$ cat src/rtl/hostif_pkg.sv
package hostif_pkg;

   // register block 0 addresses
   localparam logic [2:0] RA_DATA    = 3'd0;
   localparam logic [2:0] RA_FEAT    = 3'd1;
   localparam logic [2:0] RA_COUNT   = 3'd2;
   localparam logic [2:0] RA_SECT    = 3'd3;
   localparam logic [2:0] RA_CYL_LO  = 3'd4;
   localparam logic [2:0] RA_CYL_HI  = 3'd5;
   localparam logic [2:0] RA_DRVHD   = 3'd6;
   localparam logic [2:0] RA_CMDSTAT = 3'd7;

   // register block 1 addresses (16-bit mode only)
   localparam logic [2:0] RA_CTL     = 3'd6;
   localparam logic [2:0] RA_DRVADDR = 3'd7;

   typedef struct packed {
      logic blk0;
      logic blk1;
      logic wr_ev;
      logic rd_ev;
      logic rd_act;
   } host_acc_t;

endpackage

$ cat src/rtl/hostif_decode.sv
module hostif_decode (
   input  logic clk,
   input  logic rst_n,
   input  logic mode16,
   input  logic cs0_n,
   input  logic cs1_n,
   input  logic wr_n,
   input  logic rd_n,
   output hostif_pkg::host_acc_t acc
);

   logic wr_q;
   logic rd_q;
   logic any_blk;

   always_ff @(posedge clk) begin
      if (!rst_n) begin
         wr_q <= 1'b1;
         rd_q <= 1'b1;
      end else begin
         wr_q <= wr_n;
         rd_q <= rd_n;
      end
   end

   always_comb begin
      acc.blk0   = !cs0_n && cs1_n;
      acc.blk1   = cs0_n && !cs1_n && mode16;
      any_blk    = acc.blk0 || acc.blk1;
      acc.wr_ev  = wr_n && !wr_q && any_blk;
      acc.rd_ev  = rd_n && !rd_q && any_blk;
      acc.rd_act = !rd_n && any_blk;
   end

endmodule

$ cat src/rtl/hostif_taskfile.sv
module hostif_taskfile #(
   parameter int REG_W   = 8,
   parameter int DATA_W  = 16,
   parameter int DEV_BIT = 4
) (
   input  logic                  clk,
   input  logic                  rst_n,
   input  logic                  mode16,
   input  logic                  strap_slave,
   input  hostif_pkg::host_acc_t acc,
   input  logic [2:0]            addr,
   input  logic [DATA_W-1:0]     hd_i,
   input  logic                  loc_status_we,
   input  logic [REG_W-1:0]      loc_status,
   output logic [REG_W-1:0]      feature,
   output logic [REG_W-1:0]      count,
   output logic [REG_W-1:0]      sector,
   output logic [REG_W-1:0]      cyl_lo,
   output logic [REG_W-1:0]      cyl_hi,
   output logic [REG_W-1:0]      drvhd,
   output logic [REG_W-1:0]      devctl,
   output logic [REG_W-1:0]      status,
   output logic                  selected,
   output logic                  cmd_valid,
   output logic [REG_W-1:0]      cmd_code,
   output logic                  data_wr_valid,
   output logic [DATA_W-1:0]     data_wdata
);
   import hostif_pkg::*;

   logic [DATA_W-1:0] lane_mask;
   logic              wr0;
   logic              wr1;

   generate
      if (DATA_W > REG_W) begin : g_wide
         assign lane_mask = mode16 ? {DATA_W{1'b1}}
                                   : {{(DATA_W-REG_W){1'b0}}, {REG_W{1'b1}}};
      end else begin : g_narrow
         assign lane_mask = {DATA_W{1'b1}};
      end
   endgenerate

   assign selected = (drvhd[DEV_BIT] == strap_slave);
   assign wr0      = acc.wr_ev && acc.blk0;
   assign wr1      = acc.wr_ev && acc.blk1;

   always_ff @(posedge clk) begin
      if (!rst_n) begin
         feature       <= '0;
         count         <= '0;
         sector        <= '0;
         cyl_lo        <= '0;
         cyl_hi        <= '0;
         drvhd         <= '0;
         devctl        <= '0;
         status        <= '0;
         cmd_valid     <= 1'b0;
         cmd_code      <= '0;
         data_wr_valid <= 1'b0;
         data_wdata    <= '0;
      end else begin
         if (wr0) begin
            case (addr)
               RA_FEAT:   feature <= hd_i[REG_W-1:0];
               RA_COUNT:  count   <= hd_i[REG_W-1:0];
               RA_SECT:   sector  <= hd_i[REG_W-1:0];
               RA_CYL_LO: cyl_lo  <= hd_i[REG_W-1:0];
               RA_CYL_HI: cyl_hi  <= hd_i[REG_W-1:0];
               RA_DRVHD:  drvhd   <= hd_i[REG_W-1:0];
               default: ;
            endcase
         end
         if (wr1 && addr == RA_CTL) devctl <= hd_i[REG_W-1:0];
         if (loc_status_we) status <= loc_status;

         cmd_valid <= wr0 && selected && addr == RA_CMDSTAT;
         if (wr0 && selected && addr == RA_CMDSTAT) cmd_code <= hd_i[REG_W-1:0];

         data_wr_valid <= wr0 && selected && addr == RA_DATA;
         if (wr0 && selected && addr == RA_DATA) data_wdata <= hd_i & lane_mask;
      end
   end

endmodule

$ cat src/rtl/hostif_irq.sv
module hostif_irq #(
   parameter int NIEN_BIT = 1,
   parameter int REG_W    = 8
) (
   input  logic             clk,
   input  logic             rst_n,
   input  logic             mode16,
   input  logic             selected,
   input  logic [REG_W-1:0] devctl,
   input  logic             set_req,
   input  logic             clr_req,
   output logic             flag,
   output logic             drive_en
);

   always_ff @(posedge clk) begin
      if (!rst_n)       flag <= 1'b0;
      else if (set_req) flag <= 1'b1;
      else if (clr_req) flag <= 1'b0;
   end

   assign drive_en = selected && (!mode16 || !devctl[NIEN_BIT]);

endmodule

$ cat src/rtl/hostif_disk_regs.sv
module hostif_disk_regs #(
   parameter int REG_W    = 8,
   parameter int DATA_W   = 16,
   parameter int HEAD_W   = 4,
   parameter int DEV_BIT  = 4,
   parameter int NIEN_BIT = 1,
   localparam int LANES   = DATA_W / REG_W
) (
   input  logic                clk,
   input  logic                rst_n,
   input  logic                mode16_sel,
   input  logic                strap_slave,
   input  logic                cs0_n,
   input  logic                cs1_n,
   input  logic [2:0]          addr,
   input  logic                wr_n,
   input  logic                rd_n,
   input  logic [DATA_W-1:0]   hd_i,
   output logic [DATA_W-1:0]   hd_o,
   output logic [LANES-1:0]    hd_oe,
   output logic                irq_o,
   output logic                irq_oe,
   output logic                io16_oe,
   output logic                mode16,
   input  logic                loc_status_we,
   input  logic [REG_W-1:0]    loc_status,
   input  logic [REG_W-1:0]    loc_error,
   input  logic                loc_irq_set,
   input  logic [DATA_W-1:0]   loc_rdata,
   output logic                cmd_valid,
   output logic [REG_W-1:0]    cmd_code,
   output logic                data_wr_valid,
   output logic [DATA_W-1:0]   data_wdata,
   output logic                data_rd_done,
   output logic [REG_W-1:0]    tf_feature,
   output logic [REG_W-1:0]    tf_count,
   output logic [REG_W-1:0]    tf_sector,
   output logic [2*REG_W-1:0]  tf_cyl,
   output logic [HEAD_W-1:0]   tf_head
);
   import hostif_pkg::*;

   initial begin
      if (DATA_W % REG_W != 0 || DATA_W < REG_W)
         $error("DATA_W must be a whole multiple of REG_W");
      if (DEV_BIT >= REG_W || NIEN_BIT >= REG_W || HEAD_W > REG_W)
         $error("field position outside the register width");
   end

   host_acc_t        acc;
   logic [REG_W-1:0] cyl_lo, cyl_hi, drvhd, devctl, status;
   logic             selected;
   logic             irq_clr;
   logic             rd_hit;
   logic             rd_data_reg;
   logic [REG_W-1:0] rd_byte;

   always_ff @(posedge clk) begin
      if (!rst_n) mode16 <= mode16_sel;
   end

   hostif_decode i_decode (
      .clk    (clk),
      .rst_n  (rst_n),
      .mode16 (mode16),
      .cs0_n  (cs0_n),
      .cs1_n  (cs1_n),
      .wr_n   (wr_n),
      .rd_n   (rd_n),
      .acc    (acc)
   );

   hostif_taskfile #(
      .REG_W   (REG_W),
      .DATA_W  (DATA_W),
      .DEV_BIT (DEV_BIT)
   ) i_taskfile (
      .clk           (clk),
      .rst_n         (rst_n),
      .mode16        (mode16),
      .strap_slave   (strap_slave),
      .acc           (acc),
      .addr          (addr),
      .hd_i          (hd_i),
      .loc_status_we (loc_status_we),
      .loc_status    (loc_status),
      .feature       (tf_feature),
      .count         (tf_count),
      .sector        (tf_sector),
      .cyl_lo        (cyl_lo),
      .cyl_hi        (cyl_hi),
      .drvhd         (drvhd),
      .devctl        (devctl),
      .status        (status),
      .selected      (selected),
      .cmd_valid     (cmd_valid),
      .cmd_code      (cmd_code),
      .data_wr_valid (data_wr_valid),
      .data_wdata    (data_wdata)
   );

   assign irq_clr = selected && acc.blk0 && addr == RA_CMDSTAT && (acc.rd_ev || acc.wr_ev);

   hostif_irq #(
      .NIEN_BIT (NIEN_BIT),
      .REG_W    (REG_W)
   ) i_irq (
      .clk      (clk),
      .rst_n    (rst_n),
      .mode16   (mode16),
      .selected (selected),
      .devctl   (devctl),
      .set_req  (loc_irq_set),
      .clr_req  (irq_clr),
      .flag     (irq_o),
      .drive_en (irq_oe)
   );

   assign tf_cyl       = {cyl_hi, cyl_lo};
   assign tf_head      = drvhd[HEAD_W-1:0];
   assign rd_data_reg  = acc.blk0 && addr == RA_DATA;
   assign io16_oe      = mode16 && selected && rd_data_reg;
   assign data_rd_done = acc.rd_ev && selected && rd_data_reg;

   // read byte selection for the low lane
   always_comb begin
      rd_hit  = 1'b0;
      rd_byte = '0;
      if (acc.blk0) begin
         rd_hit = 1'b1;
         case (addr)
            RA_DATA:   rd_byte = loc_rdata[REG_W-1:0];
            RA_FEAT:   rd_byte = loc_error;
            RA_COUNT:  rd_byte = tf_count;
            RA_SECT:   rd_byte = tf_sector;
            RA_CYL_LO: rd_byte = cyl_lo;
            RA_CYL_HI: rd_byte = cyl_hi;
            RA_DRVHD:  rd_byte = drvhd;
            default:   rd_byte = status;
         endcase
      end else if (acc.blk1) begin
         if (addr == RA_CTL) begin
            rd_hit  = 1'b1;
            rd_byte = status;
         end else if (addr == RA_DRVADDR) begin
            rd_hit  = 1'b1;
            rd_byte = drvhd;
         end
      end
   end

   // per-lane bus drive
   genvar ln;
   generate
      for (ln = 0; ln < LANES; ln++) begin : g_lane
         if (ln == 0) begin : g_low
            assign hd_o[REG_W-1:0] = rd_byte;
            assign hd_oe[0]        = acc.rd_act && selected && rd_hit;
         end else begin : g_high
            assign hd_o[ln*REG_W +: REG_W] = loc_rdata[ln*REG_W +: REG_W];
            assign hd_oe[ln] = acc.rd_act && selected && rd_data_reg && mode16;
         end
      end
   endgenerate

endmodule

$ cat config.mk
export PLATFORM = sky130hd
export DESIGN_NAME = hostif_disk_regs
export DESIGN_NICKNAME = d
export VERILOG_FILES = /design/src/rtl/hostif_pkg.sv /design/src/rtl/hostif_decode.sv /design/src/rtl/hostif_taskfile.sv /design/src/rtl/hostif_irq.sv /design/src/rtl/hostif_disk_regs.sv
export SDC_FILE = /design/constraint.sdc
export NUM_CORES = 1
export LEC_CHECK = 0
export BUFFER_PORTS_ARGS = -buffer_cell sky130_fd_sc_hd__buf_2
export CORE_MARGIN = 1.5
export CORE_UTILIZATION = 40
export CTS_BUF_LIST = sky130_fd_sc_hd__clkbuf_4
export DETAILED_ROUTE_END_ITERATION = 7
export PLACE_DENSITY = 0.79
export RECOVER_POWER = 100
export SLEW_MARGIN = 20
export SYNTH_ARGS = -nofsm -noshare
export SYNTH_HDL_FRONTEND = slang
export SYNTH_SLANG_ARGS = --single-unit
$ cat constraint.sdc
create_clock -name clk -period 2.25 [get_ports clk]
set_clock_uncertainty 0.15 [all_clocks]
set_input_delay 0.225 -clock clk [delete_from_list [all_inputs] [get_ports clk]]
set_output_delay 0.225 -clock clk [all_outputs]
set_load 0.02 [all_outputs]
Word level (Yosys, flattened, before mapping):

Index checks and enable logic that the tools add are counted.

* add/sub/neg operators: 0
* multipliers: 0
* divide/modulo/power cells: 0
* magnitude comparators: 0
* equality and inequality tests: 8
* shift operators: 0
* muxes and demuxes: 12
* bitwise operators: 1
* reductions and logical operators: 45

Operators by type and width (number)
* $pmux W8 S7: 1
* $mux W8: 4
* $logic_and A1 B1 Y1: 27
* $and A16 B16 Y16: 1
* $mux W16: 1
* $eq A3 B3 Y1 const B: 4
* $reduce_and A2 Y1: 6
* $logic_not A1 Y1: 7
* $eq A3 B2 Y1 const B: 2
* $mux W1: 6
* $eq A3 B1 Y1 const B: 1
* $logic_not A3 Y1: 1
* $logic_or A1 B1 Y1: 3
* $reduce_bool A2 Y1: 1
* $eq A1 B1 Y1: 1

* flip-flop bits (word level): 88
* latch bits: 0
* RAM bits: 0
* bits in read-only memories: 0
* input port bits: 61
* output and inout bits: 93
* logic and storage cells: 82
* memories: 0

Logic depth before layout (Yosys ltp):

Gate-level depths: netlist of the first run.

* word-level depth: 9
* mapped depth: 7
* depth with buffers taken out: 4

By module:

Synthesis of the first run repeated with hierarchy kept, for this count alone.

* cell total of the unflattened synthesis: 545
* area, all modules: 4569.4 µm²

By module, submodules not included
* hostif_taskfile: instances 1, cells each 405, area an instance 3513.4 µm², sequential area each 1801.7 µm²
* hostif_disk_regs: instances 1, cells each 123, area an instance 874.6 µm², sequential area each 30.0 µm²
* hostif_decode: instances 1, cells each 13, area an instance 132.6 µm², sequential area each 40.0 µm²
* hostif_irq: instances 1, cells each 4, area an instance 48.8 µm², sequential area each 20.0 µm²

Worst setup path before layout of the first run:

Ideal clock, no wire load.

* kind: flip-flop to output port
* from: register mode16
* to: output hd_oe[0]
* arrival time: 1.634 ns
* setup slack: 0.241 ns
* cell stages (with the launch flop): 5
* path buffers: 1
* cell sequence: edfxtp_1 > nand2_1 > or3_1 > clkbuf_1 > a211oi_1

* word-level cells in the longest chain between the ends: 5
* elaborated cells between the ends (all ways): 7
* those cells by class: mux: 2; reduce/logical: 5

Ends and longest elaborated chain
* start: declaration: RTL line hostif_disk_regs.sv:24 `output logic mode16,`
* start signal: assignment: RTL line hostif_disk_regs.sv:59 `if (!rst_n) mode16 <= mode16_sel;`
* $logic_and A1 B1 Y1 *: RTL line hostif_decode.sv:28 `acc.blk1 = cs0_n && !cs1_n && mode16;`
* $logic_or A1 B1 Y1: RTL line hostif_decode.sv:29 `any_blk = acc.blk0 || acc.blk1;`
* $logic_and A1 B1 Y1: RTL line hostif_decode.sv:32 `acc.rd_act = !rd_n && any_blk;`
* $logic_and A1 B1 Y1: RTL line hostif_disk_regs.sv:158 `assign hd_oe[0] = acc.rd_act && selected && rd_hit;`
* $logic_and A1 B1 Y1 *: RTL line hostif_disk_regs.sv:158
* end: declaration: RTL line hostif_disk_regs.sv:20 `output logic [LANES-1:0] hd_oe,`

Mark *: on every way between the ends. The rest lies on a longest branch, timed or not.

Worst setup path after layout of the first run:

* from: register i_taskfile.drvhd[0]
* to: output hd_o[0]

* word-level cells in the longest chain between the ends: 4
* elaborated cells between the ends (all ways): 5
* those cells by class: mux: 5

Ends and longest elaborated chain
* start: declaration: RTL line hostif_taskfile.sv:20 `output logic [REG_W-1:0] drvhd,`
* start signal: assignment: RTL line hostif_taskfile.sv:70 `RA_DRVHD: drvhd <= hd_i[REG_W-1:0];`
* $mux W8: RTL line hostif_disk_regs.sv:145 `end else if (addr == RA_DRVADDR) begin`
* $mux W8: RTL line hostif_disk_regs.sv:142 `if (addr == RA_CTL) begin`
* $mux W8: RTL line hostif_disk_regs.sv:141 `end else if (acc.blk1) begin`
* $mux W8 *: RTL line hostif_disk_regs.sv:129 `if (acc.blk0) begin`
* end: declaration: RTL line hostif_disk_regs.sv:19 `output logic [DATA_W-1:0] hd_o,`

Marked as above.

==> metrics.txt, run 1 <==
num ports 154; top cells by area, synth dfxtp_1 43%, mux2i_1 22%, nor2_1 6.1%, buf_4 2.8%, nand2_1 2.6%; mapped cell area 4040 um2; met2 Use GR 36.4%; number of flops mapped to enable cells by yosys 1; DRC violations left 0; Tot Pwr 0.00271 W; crit path cell chain mux2_2, o221ai_1, o311a_1, o22ai_1, clkbuf_2; initial antenna violation count 1; worst reg-to-reg setup slack 0.36 ns; CP bufs+invs 1; pwr dens 536 nW/um2; post-synthesis mux area share 24.1%; post-CTS setup buffers 0; Sequential Area 1760 um2; Peak Freq 468 MHz; Mapped Nets 485; global-route wire length before repair 18.1 mm; Leakage 2.16 nW; Die X 103 um; Overflow after GRT 0; Worst-path clk slew 0.15 ns; CP endpoint kind output port; vias per cell 5.16; Adder-Cell Fraction of Synth Area 0%; type of the worst setup path flip-flop to output port; status finished, final reports clean; final setup violation count 0; die area 10700 um2; ANT nets after route 0; Tightest Pin Transition 0.836 ns; largest family of logic cells by synthesized area multiplexers; Die Ht 103 um; FF+latch count, synth 87; Worst path top cell family by delay compound AO/OA/AOI/OAI gates; xor/xnor share of the synthesized area 0.620%; Yosys Warn Count 0; vias in the first global route 3466; maximum vdd drop 310 uV; CTS Buf Count 9; ys async rst share 0%; IO Port Bufs 137; Detail Placement HPWL 8.66 mm; CTS tree yes; largest net degree at the start of global routing 58; GP Congestion 0.823; Synth cell types 44; RSZ-0062 raised after global routing no; per-cell routed wire length 17.3 um; count leader, synth mux2i_1; most frequent cells after synthesis 87 x mux2i_1, 86 x dfxtp_1, 66 x nor2_1; clk_lat worst skew 0.42 ns; Mapped Cells 424; Worst path max stage delay 0.37 ns; CP arrival 1.76 ns; TritonRoute pass-1 iters 4; required time worst endpoint 1.88 ns; met1 usage 30.8%; Synth area leader dfxtp_1; ratio of cells with drive above 1 in the final layout 20.9%; Core Rows 36; fin crit period 2.14 ns; vias 3630; Compound-Gate Fraction of Synth Area 9.30%; Synth top area share 42.6%; critical path startpoint category flip-flop; GRT Total Usage 22.6%; Max stage delay cell, worst path dfxtp_1; Starting Density 41.3%; Area Growth Syn to Fin 25.4%; CP max FO 4; Iteration-0 DRC Markers 175; clk sinks 87; setup TNS 0 ns; GR Util met3 4.10%; Most Used Layer, Global Route met2; syn_area_per_cell 9.52 um2; max-cap violation count 0; period utilisation layout 95.0%; final slew viol count 0; worst min-delay path category input port to flip-flop; Fillers 957; drt total wl 12.2 mm; footprint of the multi-input gates 2020 um2; register area share after synthesis 43.4%; post-synthesis simple-gate area fraction 15.6%; H-tree depth 3; Clock Path Buffers 2; final hold violation count 0; Post-synth top flop dfxtp_1; Core ar. 9770 um2; NumNets Final 626; worst rel slew slack 44.2%; Clk Tree Root Cell clkbuf_4
-- logic make-up after synthesis --
family | after synthesis
simple gates | 130
compound gates | 55
flops | 87
xor+xnor | 2
buf+inv | 54
mux | 96
-- final timing paths --
path         depth (start not counted)                        to                startpoint
max                                  5                   hd_o[0]       i_taskfile.drvhd[0]
min                                  3  i_taskfile.data_wdata[1]                   hd_i[1]
max reg2reg                          6      i_taskfile.cyl_lo[1]             i_decode.wr_q
min reg2reg                          2  i_taskfile.data_wdata[8]  i_taskfile.data_wdata[8]
-- worst reg2reg max path: stages (launching register included) --
cell and delay (ns):
dfxtp_1 0.34, nand4bb_1 0.18, clkbuf_2 0.23, nor4b_2 0.34, buf_4 0.25, mux2i_1 0.23
nor2_1 0.06
-- repair_timing --
action	4_1_cts	5_1_grt
setup endpoints to repair	2	4
endpoints found under the hold margin	27	0
pin swaps	0	1
hold buffers	28	0
gates resized for setup	3	3
-- area by class of cell --
cell class,instances,share of cell area [%]
multi-input combinational,283,39.9
sequential,87,34.7
timing repair buffer,179,19.4
tap,133,3.29
clock buffer,10,1.48
clock inverter,6,0.890
inverter,5,0.371
antenna,1,0.0494
-- stage by stage --
stage | instances | util (%) | hold slack [ns] | area (um2) | worst slack, ns
finish | 704 | 51.8 | 0.0168 | 5060 | 0.112
global route | 704 | 51.8 | 0.0153 | 5060 | 0.0151
CTS | 703 | 52.8 | 0.00465 | 5160 | 0.0989
detailed placement | 659 | 48.6 | 0.257 | 4750 | 0.0856
global placement | 659 | 48.6 | 0.255 | 4750 | 0.183
floorplan | 424 | - | 0.144 | 4040 | 0.241
-- state kept, by name, summed over array words and instances (netlist names) --
name,cells
i_decode.rd_q,1
i_taskfile.drvhd,8
i_taskfile.count,8
i_taskfile.data_wr_valid,1
i_irq.flag,1
i_taskfile.cyl_lo,8
i_taskfile.devctl,1
i_taskfile.feature,8
i_taskfile.cmd_code,8
i_taskfile.sector,8
mode16,1
i_decode.wr_q,1
i_taskfile.cyl_hi,8
i_taskfile.cmd_valid,1
i_taskfile.status,8
i_taskfile.data_wdata,16
-- metal layers --
metal	up-vias	part of all wire, %
li1	1755	-
met1	1727	46
met2	136	46
met3	12	6.3
met4	0	1.3
met5	-	0
-- cells in the final DEF, fill, tap and decap left out, types with 2 or more instances in the layout --
master,netlist,final
o21ai_0,9,9
and3_1,2,2
or3_1,3,2
mux2i_1,87,87
mux2_2,9,9
clkinvlp_4,0,3
dlygate4sd3_1,0,28
clkbuf_1,19,75
buf_4,15,11
a21oi_1,18,18
inv_1,4,4
nand3_1,9,11
nand2b_1,4,4
clkbuf_4,0,12
inv_6,0,2
clkbuf_2,0,9
dfxtp_1,86,85
nor4_1,2,2
o221ai_1,8,7
o22ai_1,8,8
nor2_1,66,66
buf_2,9,53
nor3_4,2,2
nand2_1,28,28
o221a_2,7,7
-- power by group --
group	switching, W	internal [W]	leakage [nW]
Combinational	0.000192	0.000147	1.40
Sequential	0.0000114	0.00156	0.706
Clock	0.000558	0.000246	0.0594
Total	0.000762	0.00195	2.16
(Power assumes the default switching activity.)
==> run 2: changes to the inputs <==
--- a/config.mk
+++ b/config.mk
@@ -8,11 +8,12 @@
 export BUFFER_PORTS_ARGS = -buffer_cell sky130_fd_sc_hd__buf_2
 export CORE_MARGIN = 1.5
 export CORE_UTILIZATION = 40
-export CTS_BUF_LIST = sky130_fd_sc_hd__clkbuf_4
 export DETAILED_ROUTE_END_ITERATION = 7
-export PLACE_DENSITY = 0.79
+export PLACE_DENSITY = 0.78
 export RECOVER_POWER = 100
+export SKIP_LAST_GASP = 1
 export SLEW_MARGIN = 20
 export SYNTH_ARGS = -nofsm -noshare
 export SYNTH_HDL_FRONTEND = slang
+export SYNTH_HIERARCHICAL = 1
 export SYNTH_SLANG_ARGS = --single-unit
==> run 2 against run 1 <==
Effect of this change:
- the run now ends with capacitance limit, slew limit left
- final cell count rose by 12%
- synthesized cell count rose by 22%
- first-iteration DRC count rose to 2.5 times the previous value
==> metrics.txt, run 2 <==
Sequential Area 1750 um2 (-0.14%); ratio of cells with drive above 1 in the final layout 17.1% (-3.8 points); Iteration-0 DRC Markers 441 (+150%); Mapped Nets 578 (+19%); Biggest register i_taskfile/data_wdata; footprint of the multi-input gates 2240 um2 (+11%); crit path cell chain nand3b_4, inv_1, nand4b_1, buf_4, o22ai_1, clkbuf_1; dpl cells 748 (+14%); Post-Layout Cell Count 785 (+12%); Worst Slack Setup Final 0.120 ns (+0.00784 ns); ANT nets after route 0 (unchanged); clk_lat worst skew 0.36 ns (-0.06 ns); CP arrival 1.75 ns (about the same); GP Congestion 0.876 (+6.4%); DRC violations left 0 (unchanged); NumNets Final 705 (+13%); drt total wl 14.2 mm (+16%); Max stage delay cell, worst path edfxtp_1; Clk Tree Root Cell clkbuf_8; most frequent cells in the layout 85 x dfxtp_1, 78 x clkbuf_1, 59 x nand3_1, 59 x o21ai_0, 56 x a21oi_1; Clk pwr share 36.4% (+6.8 points); syn_area_per_cell 8.36 um2 (-12%); CP endpoint kind output port; critical path startpoint category flip-flop; final slew viol count 46 (+46); Mapped Cells 517 (+22%); Hold Path Depth 3 (unchanged); required time worst endpoint 1.88 ns (about the same); most common cell after layout, fill and taps aside dfxtp_1; Worst Hold Launch hd_i[7]; final hold violation count 0 (unchanged); Starting Density 41.5% (+0.21 points); Leakage 2.10 nW (-3.0%); Worst path top cell family by delay buffers and inverters; R2R depth 7 (+1); internal power 0.00215 W (+10%); type of the worst setup path flip-flop to output port; Peak Freq 470 MHz (+0.37%); GR Util met3 5.84% (+1.7 points); Tot Pwr 0.00304 W (+12%); worst r2r src mode16; final setup violation count 0 (unchanged); hold_ws 0.0366 ns (+0.0198 ns); H-tree depth 3 (unchanged); met1 usage 31.5% (+0.67 points); GRT Total Usage 24.5% (+1.9 points); RSZ-0062 raised after global routing no; ANT cells 0 (-1); launch point of the worst path mode16; vias in the first global route 4143 (+20%); IO Port Bufs 137 (unchanged); Area Growth Syn to Fin 23.7%; CP bufs+invs 3 (+2); Sw Share 29.2% (+1.1 points); clk sinks 87 (unchanged); Yosys Warn Count 6 (+6); TritonRoute pass-1 iters 5 (+1); num ports 154 (unchanged); Most Used Layer, Global Route met2; Gate power share 12.0% (-0.5 points); initial antenna violation count 0 (-1); Die X 107 um (+3.4%); pwr dens 568 nW/um2 (+6.0%); Core Rows 37 (+2.8%); global-route wire length before repair 21.8 mm (+21%); vias 4463 (+23%); per-cell routed wire length 18.0 um (+4.2%); sequential group share of total power 51.6% (-6.3 points); vias per cell 5.69 (+10%); worst min-delay path category input port to flip-flop; Overflow after GRT 0 (unchanged); status finished, violations left; Fillers 1005 (+5.0%); DP Worst Slack 0.196 ns (+0.110 ns); die area 11400 um2 (+6.9%); mapped cell area 4320 um2 (+7.1%); Core ar. 10400 um2 (+6.6%); violated checks capacitance limit, slew limit; Clock Path Buffers 2 (unchanged); period utilisation layout 94.7% (-0.35 points); critical path depth 6 (+1); CTS tree yes; setup TNS 0 ns (unchanged); Worst path max stage delay 0.41 ns (+0.04 ns); CTS Buf Count 9 (unchanged); largest net degree at the start of global routing 46 (-21%); Die Ht 107 um (+3.4%); Tightest Pin Transition 1.71 ns (+0.877 ns); fin crit period 2.13 ns (-0.00784 ns); met2 Use GR 40.7% (+4.3 points); CP max FO 8 (+4); max-cap violation count 1 (+1); worst rel slew slack -14.1% (-58 points); maximum vdd drop 330 uV (+6.1%); Largest register FFs 16 (unchanged); Detail Placement HPWL 10.4 mm (+20%); sw power 0.000887 W (+16%); Worst-path clk slew 0.10 ns (-0.05 ns)
-- run 2: final timing paths --
path | end | slack [ns]
setup / recovery | hd_o[0] | 0.12
hold reg to reg | i_taskfile/cmd_code[1] | 0.32
setup reg to reg | i_taskfile/cyl_hi[4] | 0.18
hold / removal | i_taskfile/cyl_lo[7] | 0.04
-- run 2: stage by stage --
stage / utilization (%) / area [um2]
floorplan: - / 4320
global placement: 48.3 / 5030
detailed placement: 48.3 / 5030
CTS: 52.3 / 5450
global route: 51.3 / 5350
finish: 51.3 / 5350
-- run 2: final cells by class --
class	count	share of cell area [%]
Multi-Input combinational cell	361	41.8
Sequential cell	87	32.8
Timing Repair Buffer	180	18.0
Tap cell	136	3.18
Clock buffer	9	2.32
Clock inverter	7	1.52
Inverter	5	0.351
-- run 2: repair_timing --
item                                    CTS  global route
endpoints found under the hold margin    20             0
pin swaps                                 1             0
buffers inserted                          1             0
endpoints found under the setup margin    4             4
gates resized for setup                   1             2
hold buffers                             20             0
-- run 2: layer usage --
metal | vias to the layer above | part of all wire (%)
met4 | 0 | 1.8
met5 | - | 0
li1 | 2095 | -
met3 | 29 | 9.5
met1 | 2090 | 41
met2 | 249 | 47
-- run 2: worst register-to-register path, stage by stage (launching register included) --
cell	delay, ns
edfxtp_1	0.41
nand3b_4	0.12
a21oi_1	0.28
clkbuf_1	0.23
nand2_1	0.07
clkbuf_2	0.30
o21ai_0	0.28
a21oi_1	0.10
-- run 2: power groups by stage --
| stage | clock network [W] | registers (W) | logic (W) |
|---|---|---|---|
| 2_1_floorplan | 0 | 0.00160 | 0.000237 |
| 6_report | 0.00111 | 0.00157 | 0.000366 |
| 4_1_cts | 0.00113 | 0.00157 | 0.000363 |
| 3_3_place_gp | 0 | 0.00160 | 0.000326 |
| 5_1_grt | 0.00119 | 0.00157 | 0.000393 |
| 3_5_place_dp | 0 | 0.00160 | 0.000333 |
==> run 3: changes to the inputs <==
--- a/config.mk
+++ b/config.mk
@@ -6,10 +6,13 @@
 export NUM_CORES = 1
 export LEC_CHECK = 0
 export BUFFER_PORTS_ARGS = -buffer_cell sky130_fd_sc_hd__buf_2
+export CELL_PAD_IN_SITES_DETAIL_PLACEMENT = 0
+export CELL_PAD_IN_SITES_GLOBAL_PLACEMENT = 1
+export CORE_ASPECT_RATIO = 1.1
 export CORE_MARGIN = 1.5
-export CORE_UTILIZATION = 40
+export CORE_UTILIZATION = 37
 export DETAILED_ROUTE_END_ITERATION = 7
-export PLACE_DENSITY = 0.78
+export PLACE_DENSITY_LB_ADDON = 0.05
 export RECOVER_POWER = 100
 export SKIP_LAST_GASP = 1
 export SLEW_MARGIN = 20
==> run 3 against run 2 <==
Effect of this change:
- the run now ends clean
- final area rose by 1.7%
- total power increased by 9.1%
- clock-buffer cell count is 2 higher
- wire length up 5.7%
- via count down 3.0%
- non-clock buffer count is 1 higher
- critical endpoint is now hd_o[5]
- highest routed layer unchanged
==> metrics.txt, run 3 (synthesis results as in run 2) <==
Core Rows 41 (+11%); NumNets Final 706 (+0.14%); DP Worst Slack 0.159 ns (-0.0373 ns); most frequent cells in the layout 85 x dfxtp_1, 75 x clkbuf_1, 59 x nand3_1, 59 x buf_2, 58 x o21ai_0; Tightest Pin Transition 0.846 ns (-0.866 ns); CP endpoint kind output port; maximum vdd drop 287 uV (-13%); worst min-delay path category input port to flip-flop; CP max FO 6 (-2); Core ar. 11400 um2 (+9.8%); drt total wl 15.0 mm (+5.7%); clk sinks 87 (unchanged); Worst-path clk slew 0.06 ns (-0.04 ns); crit path cell chain nand3b_4, inv_1, nand4b_1, buf_4, o22ai_1, clkbuf_2; worst reg-to-reg setup slack 0.23 ns (+0.05 ns); Worst Slack Setup Final 0.117 ns (-0.00346 ns); worst rel slew slack 43.6% (+58 points); Clk Tree Root Cell clkbuf_16; final setup violation count 0 (unchanged); Worst path max stage delay 0.39 ns (-0.02 ns); CP arrival 1.76 ns (about the same); CP bufs+invs 3 (unchanged); ANT nets after route 0 (unchanged); required time worst endpoint 1.88 ns (about the same); Area Growth Syn to Fin 25.7%; type of the worst setup path flip-flop to output port; TritonRoute pass-1 iters 5 (unchanged); R2R depth 5 (-2); Hold Path Depth 3 (unchanged); Iteration-0 DRC Markers 221 (-50%); num ports 154 (unchanged); vias per cell 5.40 (-5.0%); initial antenna violation count 1 (+1); GP Congestion 0.849 (-3.1%); final slew viol count 0 (-100%); final hold violation count 0 (unchanged); Largest register FFs 16 (unchanged); die area 12300 um2 (+7.9%); Fillers 1209 (+20%); dpl cells 766 (+2.4%); CTS tree yes; largest net degree at the start of global routing 46 (unchanged); Biggest register i_taskfile/data_wdata; Die Ht 116 um (+8.8%); RSZ-0062 raised after global routing no; Die X 106 um (-0.84%); Worst path top cell family by delay buffers and inverters; ratio of cells with drive above 1 in the final layout 18.2% (+1.1 points); critical path startpoint category flip-flop; critical path depth 6 (unchanged); setup TNS 0 ns (unchanged); pwr dens 609 nW/um2 (+7.3%); Detail Placement HPWL 10.8 mm (+4.0%); Overflow after GRT 0 (unchanged); vias in the first global route 4139 (-0.097%); DRC violations left 0 (unchanged); per-cell routed wire length 18.7 um (+3.6%); H-tree depth 3 (unchanged); IO Port Bufs 137 (unchanged); Leakage 2.15 nW (+2.4%); Peak Freq 469 MHz (-0.16%); Max stage delay cell, worst path edfxtp_1; Clock Path Buffers 2 (unchanged); period utilisation layout 94.8% (+0.15 points); most common cell after layout, fill and taps aside dfxtp_1; fin crit period 2.13 ns (+0.00346 ns); CTS Buf Count 9 (unchanged); vias 4328 (-3.0%); global-route wire length before repair 23.0 mm (+5.2%); max-cap violation count 0 (-1); clk_lat worst skew 0.33 ns (-0.03 ns); status finished, final reports clean; Post-Layout Cell Count 801 (+2.0%); Starting Density 37.8% (-3.7 points); GRT Total Usage 24.4% (-0.080 points)
## run 3: changes by cell type in the layout (fill, tap and decap cells not counted), moves of 2 or more
cell | previous run | this run
dlygate4sd3_1 | 20 | 16
clkbuf_8 | 9 | 1
buf_2 | 55 | 59
buf_4 | 18 | 22
inv_8 | 2 | 0
clkbuf_16 | 0 | 9
clkbuf_1 | 78 | 75
clkinv_8 | 2 | 0
clkinv_2 | 0 | 3
## run 3: tightest hold or removal path: stages
cell     delay (ns)
buf_2          0.10
nand3_1        0.07
mux2i_1        0.05
## run 3: per-layer routing
layer  global-route usage [%]  part of all wire (%)
met1                     32.0                    45
met2                     39.7                    46
met3                     5.75                   6.9
met4                     8.56                   2.5
met5                        0                     0
## run 3: power breakdown
part           total, W  switching [W]  internal [W]
logic          0.000370       0.000223      0.000146
clock network   0.00137       0.000598      0.000777
registers       0.00157      0.0000110       0.00156
## run 3: worst paths after layout
check | startpoint | to
hold / removal | hd_i[10] | i_taskfile/data_wdata[10]
setup / recovery | mode16 | hd_o[5]
setup reg to reg | mode16 | i_taskfile/data_wdata[4]
hold reg to reg | i_taskfile/data_wdata[8] | i_taskfile/data_wdata[8]
## run 3: per-stage QoR
step	utilization (%)	cell area (um2)	power [W]	hold slack, ns
4_1_cts	48.4	5540	0.00335	0.000524
6_report	47.5	5440	0.00331	0.00545
3_3_place_gp	44.5	5090	0.00195	0.254
5_1_grt	47.5	5430	0.00344	0.0119
2_1_floorplan	-	4320	0.00184	0.148
3_5_place_dp	44.5	5090	0.00195	0.256
## run 3: area by class of cell
class                   instances  area [um2]  share of cell area, %
inverters                       5        18.8                  0.345
multi-input cells             361        2240                   41.2
clock buffers                  11         243                   4.46
clock inverters                 5        31.3                  0.575
flip-flops and latches         87        1750                   32.2
repair buffers                181         963                   17.7
well taps                     150         188                   3.45
diodes                          1        2.50                 0.0460
## run 3: timing repair
item / 4_1_cts / 5_1_grt
setup buffers: 2 / 0
gates resized for setup: 2 / 1
endpoints found under the hold margin: 15 / 1
setup endpoints to repair: 5 / 3
hold buffers: 15 / 1
